[src/rtl/xs3_pkg.sv]
package xs3_pkg;
    localparam int DIGIT_W  = 4;
    localparam int BIAS     = 3;
    localparam int CODE_MIN = BIAS;
    localparam int CODE_MAX = BIAS + 9;
    localparam int RAW_W    = DIGIT_W + 1;

    typedef enum logic [0:0] {
        ST_IDLE  = 1'b0,
        ST_CHAIN = 1'b1
    } chain_state_e;

    typedef struct packed {
        logic               err;
        logic               cout;
        logic [DIGIT_W-1:0] sum;
    } digit_res_t;
endpackage

[src/rtl/xs3_digit_core.sv]
module xs3_digit_core
    import xs3_pkg::*;
(
    input  logic [DIGIT_W-1:0] a,
    input  logic [DIGIT_W-1:0] b,
    input  logic               cin,
    output digit_res_t         res
);
    localparam logic [RAW_W-1:0] BIAS_V = RAW_W'(BIAS);
    localparam logic [DIGIT_W-1:0] LO   = DIGIT_W'(CODE_MIN);
    localparam logic [DIGIT_W-1:0] HI   = DIGIT_W'(CODE_MAX);

    logic [RAW_W-1:0] raw;
    logic [RAW_W-1:0] fixed;
    logic             a_ok;
    logic             b_ok;

    always_comb begin
        raw   = {1'b0, a} + {1'b0, b} + {{DIGIT_W{1'b0}}, cin};
        // overflow past the code width selects the upward correction
        fixed = raw[RAW_W-1] ? raw + BIAS_V : raw - BIAS_V;
        a_ok  = (a >= LO) && (a <= HI);
        b_ok  = (b >= LO) && (b <= HI);
        if (a_ok && b_ok) begin
            res.err  = 1'b0;
            res.cout = fixed[RAW_W-1];
            res.sum  = fixed[DIGIT_W-1:0];
        end else begin
            res.err  = 1'b1;
            res.cout = 1'b0;
            res.sum  = '0;
        end
    end
endmodule

[src/rtl/xs3_chain_ctrl.sv]
module xs3_chain_ctrl
    import xs3_pkg::*;
(
    input  logic clk,
    input  logic rst_n,
    input  logic start,
    input  logic in_valid,
    input  logic last,
    input  logic cin_seed,
    input  logic digit_cout,
    input  logic digit_err,
    output logic carry_use
);
    chain_state_e state_q, state_d;
    logic         carry_q;

    always_comb begin
        state_d = state_q;
        unique case (state_q)
            ST_IDLE: begin
                if (in_valid && last)      state_d = ST_IDLE;   // T_CLOSE
                else if (start || in_valid) state_d = ST_CHAIN; // T_OPEN
            end
            ST_CHAIN: begin
                if (in_valid && last)      state_d = ST_IDLE;   // T_CLOSE
                else                       state_d = ST_CHAIN;  // T_STEP
            end
            default: state_d = ST_IDLE;
        endcase
    end

    always_ff @(posedge clk or negedge rst_n) begin
        if (!rst_n) state_q <= ST_IDLE;
        else        state_q <= state_d;
    end

    always_ff @(posedge clk or negedge rst_n) begin
        if (!rst_n)        carry_q <= 1'b0;
        else if (in_valid) carry_q <= digit_err ? 1'b0 : digit_cout;
        else if (start)    carry_q <= 1'b0;
    end

    always_comb begin
        if (start)                  carry_use = cin_seed;
        else if (state_q == ST_CHAIN) carry_use = carry_q;
        else                        carry_use = 1'b0;
    end

    AST_CLOSE_TO_IDLE: assert property (@(posedge clk) disable iff (!rst_n)
        (in_valid && last) |=> (state_q == ST_IDLE));
    AST_START_OPENS: assert property (@(posedge clk) disable iff (!rst_n)
        (start && !in_valid) |=> (state_q == ST_CHAIN && carry_q == 1'b0));
    AST_ERR_DROPS_CARRY: assert property (@(posedge clk) disable iff (!rst_n)
        (in_valid && digit_err) |=> (carry_q == 1'b0));
    AST_SEED_ONLY_AT_START: assert property (@(posedge clk) disable iff (!rst_n)
        (!start && state_q == ST_IDLE) |-> (carry_use == 1'b0));
endmodule

[src/rtl/xs3_serial_adder.sv]
module xs3_serial_adder
    import xs3_pkg::*;
(
    input  logic               clk,
    input  logic               rst_n,
    input  logic               start,
    input  logic               in_valid,
    input  logic               last,
    input  logic               cin_seed,
    input  logic [DIGIT_W-1:0] a_code,
    input  logic [DIGIT_W-1:0] b_code,
    output logic               out_valid,
    output logic [DIGIT_W-1:0] sum_code,
    output logic               carry_out,
    output logic               code_err
);
    localparam logic [DIGIT_W-1:0] LO = DIGIT_W'(CODE_MIN);
    localparam logic [DIGIT_W-1:0] HI = DIGIT_W'(CODE_MAX);

    logic       carry_use;
    digit_res_t res;

    xs3_chain_ctrl u_ctrl (
        .clk        (clk),
        .rst_n      (rst_n),
        .start      (start),
        .in_valid   (in_valid),
        .last       (last),
        .cin_seed   (cin_seed),
        .digit_cout (res.cout),
        .digit_err  (res.err),
        .carry_use  (carry_use)
    );

    xs3_digit_core u_core (
        .a   (a_code),
        .b   (b_code),
        .cin (carry_use),
        .res (res)
    );

    always_ff @(posedge clk or negedge rst_n) begin
        if (!rst_n) begin
            out_valid <= 1'b0;
            sum_code  <= '0;
            carry_out <= 1'b0;
            code_err  <= 1'b0;
        end else begin
            out_valid <= in_valid;
            if (in_valid) begin
                sum_code  <= res.sum;
                carry_out <= res.cout;
                code_err  <= res.err;
            end
        end
    end

    AST_VALID_FOLLOWS: assert property (@(posedge clk) disable iff (!rst_n)
        in_valid |=> out_valid);
    AST_NO_SPURIOUS_VALID: assert property (@(posedge clk) disable iff (!rst_n)
        !in_valid |=> !out_valid);
    AST_ERR_FORCES_ZERO: assert property (@(posedge clk) disable iff (!rst_n)
        (out_valid && code_err) |-> (sum_code == '0 && !carry_out));
    AST_SUM_IN_RANGE: assert property (@(posedge clk) disable iff (!rst_n)
        (out_valid && !code_err) |-> (sum_code >= LO && sum_code <= HI));
endmodule

[config.mk]
export PLATFORM = sky130hd
export DESIGN_NAME = xs3_serial_adder
export DESIGN_NICKNAME = d
export VERILOG_FILES = /design/src/rtl/xs3_pkg.sv /design/src/rtl/xs3_digit_core.sv /design/src/rtl/xs3_chain_ctrl.sv /design/src/rtl/xs3_serial_adder.sv
export SDC_FILE = /design/constraint.sdc
export NUM_CORES = 1
export LEC_CHECK = 0
export ABC_AREA = 0
export BUFFER_PORTS_ARGS = -buffer_cell sky130_fd_sc_hd__buf_2
export CAP_MARGIN = 0
export CORE_ASPECT_RATIO = 0.75
export CORE_MARGIN = 3
export CORE_UTILIZATION = 25
export CTS_CLUSTER_DIAMETER = 30
export DETAILED_ROUTE_END_ITERATION = 16
export SLEW_MARGIN = 10
export SYNTH_ARGS = -nofsm -noshare
export SYNTH_HDL_FRONTEND = slang
export SYNTH_SLANG_ARGS = --single-unit
[constraint.sdc]
create_clock -name clk -period 3.35 [get_ports clk]
set_input_delay 0 -clock clk [delete_from_list [all_inputs] [get_ports clk]]
set_output_delay 0 -clock clk [all_outputs]
set_load 0.005 [all_outputs]
After elaboration in Yosys (flattened, before gate mapping). Index checks and enable logic that the tools add are counted.

$add $sub $neg: 4. $lt $le $gt $ge: 4. Muxes and demuxes: 11. Bitwise gates (word level): 1. Reduce and logical (&&, ||, !) cells: 6.

Operator list (number): 4-bit by 2-bit greater-or-equal comparator with 1-bit output, second input constant (2); 4-bit <= comparator, second input constant (2); 1-bit two-way mux (8); 6-bit two-way mux (1); 4-bit by 4-bit adder with 5-bit output (1); 5-bit by 1-bit adder with 5-bit output (1); 5-bit by 2-bit adder with 5-bit output, second input constant (1); 5-bit two-way mux (1); 5-bit by 2-bit subtractor with 5-bit output, second input constant (1); 1-bit logical AND (4); 1-bit one-hot mux with 2 select lines (1); 2-bit nonzero test (1); 1-bit logical OR (1); 1-bit NOT (1).

Bits in registers: 9. Input bits: 14. Output and inout port bits: 7.

Depth between registers and ports, before layout. Gate-level depths: netlist of run 1.

Depth in word-level cells: 8. Gate-level depth with buffers: 14. Gate-level depth less buffers: 14.

Hierarchy. From an unflattened synthesis of run 1, not the netlist that was laid out.

Cell total of the unflattened synthesis: 64. Area total of the unflattened synthesis: 739.5 µm².

By module, submodules not included: xs3_digit_core (instances 1, cells an instance 40, area each 367.9 µm², sequential area each 0.0 µm²); xs3_serial_adder (instances 1, cells an instance 14, area each 276.5 µm², sequential area each 175.2 µm²); xs3_chain_ctrl (instances 1, cells an instance 10, area each 95.1 µm², sequential area each 50.0 µm²).

Least setup slack after synthesis of run 1. OpenSTA, ideal clock, no wires.

Path type: reg2reg. Start: register u_ctrl.state_q. End: register sum_code[3]. Setup time: 0.121 ns. Arrival: 2.512 ns. Required time: 3.229 ns. Slack: 0.717 ns. Stages on the path, launching flop included: 14. Clock period less this slack: 2.633 ns. Cells stage by stage: dfrtp_1 > nand2_1 > nor2_1 > a21oi_1 > fa_1 > fa_1 > nor2b_1 > o21ai_0 > nor2b_1 > ha_1 > a21o_1 > a31oi_1 > xnor2_1 > a22o_1.

Longest elaborated chain between the ends: 6.

Ends and longest elaborated chain: from (decl) (line xs3_chain_ctrl.sv:14) `chain_state_e state_q, state_d;`; from (signal assigned) (line xs3_chain_ctrl.sv:34) `else state_q <= state_d;`; 1-bit two-way mux * (line xs3_chain_ctrl.sv:45) `else if (state_q == ST_CHAIN) carry_use = carry_q;`; 1-bit two-way mux * (line xs3_chain_ctrl.sv:44) `if (start) carry_use = cin_seed;`; 5-bit by 1-bit adder with 5-bit output * (line xs3_digit_core.sv:19) `raw = {1'b0, a} + {1'b0, b} + {{DIGIT_W{1'b0}}, cin};`; 5-bit by 2-bit subtractor with 5-bit output / 5-bit by 2-bit adder with 5-bit output (equally long branches) (line xs3_digit_core.sv:21) `fixed = raw[RAW_W-1] ? raw + BIAS_V : raw - BIAS_V;`; 5-bit two-way mux * (line xs3_digit_core.sv:21); 6-bit two-way mux * (line xs3_digit_core.sv:24) `if (a_ok && b_ok) begin`; to (signal assigned) (line xs3_serial_adder.sv:51) `sum_code <= res.sum;`; to (decl) (line xs3_serial_adder.sv:13) `output logic [DIGIT_W-1:0] sum_code,`.

Every way passes the cells marked *; elsewhere a longest branch is shown, timed or not. A chain may end at the register's enable or synchronous reset.

Worst setup path after layout of run 1. Ends and elaborated chain as after synthesis.

==> flow_metrics.tcl, run 1 <==
set metrics [dict create \
    status "finished, final reports clean" \
    regArea_sq_um 225 \
    min_period_ns 2.83 \
    final_nets 111 \
    synth_top_family_by_area "compound AO/OA/AOI/OAI gates" \
    crit_required_ns 3.50 \
    postCtsSetupRepairBufs 0 \
    fmaxAchievable_mhz 353 \
    tightest_slew_ns 0.440 \
    yosys.area_share.simple 0.0818 \
    rows 15 \
    setup_viol 0 \
    synthArstFlopShare 1.00 \
    synth_nets 83 \
    path_delay_family "adder cells" \
    synthAdderAreaFrac 0.216 \
    antenna_found_initial 0 \
    cp.depth 13 \
    dieArea_sq_mm 0.00315 \
    drive_gt1_frac 0.310 \
    r2r.worst_path.cells 13 \
    clk_latency_ns 0.26 \
    grt_pass1_vias 542 \
    powerDensity_mw_per_mm2 446 \
    p_leak_nw 0.436 \
    port_buffers 20 \
    clkTransAtPathRegs_ns 0.06 \
    cts_root_buf "clkbuf_4" \
    yosys_warnings 0 \
    grt.total_usage 0.0901 \
    dominantRegCellSynth "dfrtp_1" \
    io_pins 21 \
    yosys.area.top_type_share 0.359 \
    r2r_end "sum_code[3]$_DFFE_PN0P_" \
    num_vias 528 \
    syn_to_final_growth_pct 31.9 \
    first_iter_violations 27 \
    diodes 0 \
    synth.area.mux_share 0 \
    avgViaCountPerCell 4.36 \
    synth.distinct_cells 19 \
    cp-startpoint "u_ctrl.state_q$_DFF_PN0_" \
    worstPathCellList "nand2_1 > nor2_1 > a21oi_1 > fa_1 > fa_1 > nor2b_1 > o21ai_0 > nor2b_1 > ha_1 > a21o_1 > a31oi_1 > xnor2_1 > a22o_1" \
    skew_ns 0.00414 \
    setup_tns_ns 0 \
    grt_max_degree 10 \
    rsz0062_at_grt "false" \
    cts_tree "yes" \
    cts-buffers-inserted 3 \
    post-synth-top-area-cell "dfrtp_1" \
    critPathKind "register to register" \
    relSlewSlack 0.705 \
    drc 0 \
    cp_data_arrival_time_ns 2.99 \
    synth-edff-count 0 \
    worstHoldPathCells 3 \
    start_util 0.267 \
    start_kind "register" \
    seq_area_frac_synth 0.359 \
    ant_nets 0 \
    grt_pass1_wl_mm 2.33 \
    synth.ff_latch_count 9 \
    slew_viol_final 0 \
    min_period_over_period 0.845 \
    synth_xor_area_frac 0.0559 \
    r2r-start "u_ctrl.state_q$_DFF_PN0_" \
    core_sq_mm 0.00235 \
    dp_hpwl_mm 1.15 \
    cp_slowest_stage_delay_ns 0.41 \
    clock_sinks 9 \
    fin_cells 121 \
    detail_route.first_pass.iterations 2 \
    slowest_stage "fa_1" \
    worst_setup_path_end_kind "register" \
    routedWlPerCell_um 11.3 \
    grt_overflow 0 \
    path_buf_inv 0 \
    cts_buffer_depth 2 \
    ys_top_cells_by_count "9 x dfrtp_1, 9 x inv_1, 6 x a22o_1, 6 x ha_1" \
    crit_end "sum_code[3]$_DFFE_PN0P_" \
    wirelength_mm 1.37 \
    fillers 255 \
    hold_path_class "input port to register" \
    htreeDepth 1 \
    die_h_um 49.4 \
    multi_input_area_sq_um 368 \
    place.gp.congestion 0.746 \
    die_w_um 63.8 \
    hold_viol_final 0 \
    placed_cells 114 \
    postSynthCellCount 60 \
    maxCapViolations 0 \
    avgSynthCellArea_sq_um 10.4 \
    crit_fanout 4 \
    synth.cell_area_sq_um 627 \
    ir_drop_v 0.000108 \
    yosys-top-cells-area "dfrtp_1 36%, ha_1 12%, fa_1 9.6%, a22o_1 8.4%, inv_1 5.4%" \
    r2r_setup_slack_ns 0.52 \
    synth_compound_area_frac 0.234 \
]
## stage by stage
stage	util	setup WS (ns)	hold slack (ns)	power [mW]	area [sq um]
2_1_floorplan	-	0.717	-0.296	0.232	627
3_3_place_gp	0.328	0.615	-0.144	0.280	769
3_5_place_dp	0.328	0.528	-0.139	0.287	769
4_1_cts	0.353	0.499	0.0679	0.374	827
5_1_grt	0.353	0.320	0.100	0.395	827
6_report	0.353	0.518	0.0670	0.369	827
## timing repair
action | CTS | global route
gates resized for setup | 0 | 0
hold buffers | 3 | 0
hold endpoints to repair | 11 | 0
## per-layer routing
layer,vias up,GRT usage,share of wire
li1,267,-,-
met1,248,0.119,0.47
met2,13,0.146,0.50
met3,0,0.0184,0.031
met4,0,0.0287,0
met5,-,0,0
## state kept, by name, summed over array words and instances, names as in the netlist
register        flops
carry_out           1
code_err            1
out_valid           1
sum_code            4
u_ctrl.carry_q      1
u_ctrl.state_q      1
## how the worst min path moves through the flow
stage / from / to / slack [ns]
2_1_floorplan: rst_n / carry_out$_DFFE_PN0P_ / -0.30
3_3_place_gp: rst_n / sum_code[0]$_DFFE_PN0P_ / -0.14
3_5_place_dp: rst_n / out_valid$_DFF_PN0_ / -0.14
4_1_cts: start / u_ctrl.state_q$_DFF_PN0_ / 0.07
5_1_grt: start / u_ctrl.state_q$_DFF_PN0_ / 0.10
6_report: start / u_ctrl.state_q$_DFF_PN0_ / 0.07
## placed cells by master, fill, tap and decap left out
| cell type | n |
|---|---|
| buf_2 | 20 |
| inv_1 | 9 |
| dfrtp_1 | 9 |
| a22o_1 | 6 |
| ha_1 | 6 |
| nor2_1 | 4 |
| a21oi_1 | 4 |
| xnor2_1 | 3 |
| a21o_1 | 3 |
| fa_1 | 3 |
| clkbuf_4 | 3 |
| dlygate4sd3_1 | 3 |
| nor2b_1 | 2 |
| a211oi_1 | 2 |
| o211ai_2 | 2 |
| nand2_1 | 1 |
| o21ai_0 | 1 |
| nor3_1 | 1 |
| nand3_1 | 1 |
| nor3_2 | 1 |
| xor2_1 | 1 |
| a31oi_1 | 1 |
| clkinv_2 | 1 |
## cell families (layout without fill, tap and decap cells)
kind of cell | count (synthesis) | in the layout
AO/OA/AOI/OAI | 19 | 19
AND/OR/NAND/NOR | 10 | 10
adder cells (fa/ha/maj) | 9 | 9
flip-flops | 9 | 9
buffers and inverters | 9 | 36
XOR/XNOR | 4 | 4
## tightest hold or removal path, stage by stage
cell	delay (ns)
buf_2	0.12
nor3_1	0.05
a21oi_1	0.12
## cell type report
class / instances / share of cell area
multi-input cells: 42 / 0.445
flip-flops and latches: 9 / 0.272
repair buffers: 23 / 0.157
well taps: 34 / 0.0514
inverters: 9 / 0.0408
clock buffers: 3 / 0.0272
clock inverters: 1 / 0.00605
## where the power goes
| group | internal (mW) | switching, mW | total (mW) |
|---|---|---|---|
| registers | 0.128 | 0.0108 | 0.139 |
| logic | 0.0745 | 0.0718 | 0.146 |
| clock network | 0.0441 | 0.0393 | 0.0834 |
No activity file was read; power rests on OpenSTA's default activity.
==> inputs of run 2 (changes only) <==
Clock period 3.35 ns to 2.9 ns, I/O delays scaled along.
==> run 2 against run 1 <==
Compared with the run above: non-clock buffer count stayed put; sequential power is 15% higher; via count is 0.95% lower; sequential cell count stayed put; hold slack worse by 0.0090 ns; register-to-register slack worse by 0.32 ns; critical endpoint unchanged; combinational power is 19% higher; critical path type unchanged; worst setup slack worse by 0.32 ns.
==> flow_metrics.tcl, run 2 (synthesis results as in run 1) <==
set metrics [dict create \
    r2r.worst_path.cells 13 \
    tightest_slew_ns 0.481 \
    place.gp.congestion 0.773 \
    core_sq_mm 0.00235 \
    worstHoldPathCells 3 \
    multi_input_area_sq_um 380 \
    min_period_ns 2.70 \
    cts_tree "yes" \
    fmaxAchievable_mhz 370 \
    clk_latency_ns 0.27 \
    crit_required_ns 3.06 \
    route.met3.wl_um 54 \
    regArea_sq_um 225 \
    maxCapViolations 0 \
    wirelength_mm 1.22 \
    cts_root_buf "clkbuf_4" \
    final_nets 111 \
    hold_path_class "input port to register" \
    start_util 0.267 \
    slew_viol_final 0 \
    cts_buffer_depth 2 \
    fillers 245 \
    hold_viol_final 0 \
    p_leak_nw 0.437 \
    r2r_setup_slack_ns 0.20 \
    dieArea_sq_mm 0.00315 \
    ant_nets 0 \
    min_to "u_ctrl.state_q$_DFF_PN0_" \
    setup_viol 0 \
    die_w_um 63.8 \
    worst_setup_path_end_kind "register" \
    drc 0 \
    powerDensity_mw_per_mm2 515 \
    first_iter_violations 25 \
    detail_route.first_pass.iterations 2 \
    largest_reg_flops 4 \
    grt_overflow 0 \
    diodes 0 \
    grt_max_degree 10 \
    postCtsSetupRepairBufs 0 \
    r2r_end "sum_code[3]$_DFFE_PN0P_" \
    grt_pass1_wl_mm 2.11 \
    final_core_util 0.358 \
    highest_layer "met4" \
    avgViaCountPerCell 4.32 \
    grt_pass1_vias 493 \
    skew_ns 0.00926 \
    setup_tns_ns 0 \
    layout_common_cells "20 x buf_2, 9 x inv_1, 9 x dfrtp_1" \
    die_h_um 49.4 \
    grt.total_usage 0.0868 \
    r2r-start "u_ctrl.carry_q$_DFFE_PN0P_" \
    rows 15 \
    htreeDepth 1 \
    io_pins 21 \
    crit_fanout 4 \
    ir_drop_v 0.000124 \
    num_vias 523 \
    status "finished, final reports clean" \
    clkTransAtPathRegs_ns 0.07 \
    hp-start "start" \
    syn_to_final_growth_pct 33.9 \
    min_period_over_period 0.932 \
    wl_met1_um 606 \
    cts-buffers-inserted 3 \
    rsz0062_at_grt "false" \
    port_buffers 20 \
    drive_gt1_frac 0.345 \
    cp_data_arrival_time_ns 2.87 \
    critPathKind "register to register" \
    regMostFlops "sum_code" \
    relSlewSlack 0.677 \
    routedWlPerCell_um 10.1 \
    dp_hpwl_mm 1.01 \
    layout_commonest_cell "buf_2" \
    antenna_found_initial 0 \
    wl_met2_um 522 \
    start_kind "register" \
    clock_sinks 9 \
]
-- run 2: cell counts in the layout (fill, tap and decap cells not counted) --
No cell type changed its count.
-- run 2: worst max-delay path by stage --
stage | start | to | slack [ns] | depth (start not counted)
finish | u_ctrl.carry_q$_DFFE_PN0P_ | sum_code[3]$_DFFE_PN0P_ | 0.20 | 13
global route | u_ctrl.carry_q$_DFFE_PN0P_ | sum_code[3]$_DFFE_PN0P_ | 0.04 | 13
CTS | u_ctrl.carry_q$_DFFE_PN0P_ | sum_code[3]$_DFFE_PN0P_ | 0.13 | 13
floorplan | u_ctrl.state_q$_DFF_PN0_ | sum_code[3]$_DFFE_PN0P_ | 0.27 | 13
detailed placement | u_ctrl.carry_q$_DFFE_PN0P_ | sum_code[3]$_DFFE_PN0P_ | 0.15 | 13
global placement | u_ctrl.carry_q$_DFFE_PN0P_ | sum_code[3]$_DFFE_PN0P_ | 0.18 | 13
-- run 2: worst max-delay path, stage by stage (launching register included) --
cell and delay [ns]:
dfrtp_1 0.35, nand2_1 0.05, nor2_1 0.08, a21oi_1 0.06, fa_1 0.40, fa_2 0.36
nor2b_1 0.11, o21ai_0 0.06, nor2b_1 0.15, ha_1 0.34, a21o_1 0.20, a31oi_2 0.16
xnor2_1 0.08, a22o_1 0.19
-- run 2: per-layer routing --
metal | up-vias | global-route usage
met1 | 239 | 0.117
met5 | - | 0
met3 | 5 | 0.0161
met2 | 14 | 0.122
li1 | 265 | -
met4 | 0 | 0.0645
-- run 2: timing repair --
| action | in CTS | in global routing |
|---|---|---|
| endpoints found under the hold margin | 11 | 0 |
| resized for setup | 0 | 3 |
| hold buffers | 3 | 0 |
| endpoints found under the setup margin | 0 | 2 |
-- run 2: through the flow --
step / total power [mW] / cells / hold WS [ns] / worst slack (ns) / instance area [sq um]
finish: 0.433 / 121 / 0.0580 / 0.196 / 840
global route: 0.467 / 121 / 0.106 / 0.0400 / 840
CTS: 0.427 / 121 / 0.0541 / 0.133 / 827
detailed placement: 0.325 / 114 / -0.143 / 0.147 / 769
global placement: 0.323 / 114 / -0.142 / 0.177 / 769
floorplan: 0.269 / 60 / -0.296 / 0.267 / 627
-- run 2: power breakdown --
group          leakage (nW)  switching [mW]  internal, mW
sequential            0.112          0.0118         0.148
clock                0.0177          0.0478        0.0510
combinational         0.307          0.0851        0.0890
-- run 2: area by class of cell --
type | count | area share
Multi-Input combinational cell | 42 | 0.453
Sequential cell | 9 | 0.268
Timing Repair Buffer | 23 | 0.155
Tap cell | 34 | 0.0507
Inverter | 9 | 0.0402
Clock buffer | 3 | 0.0268
Clock inverter | 1 | 0.00596
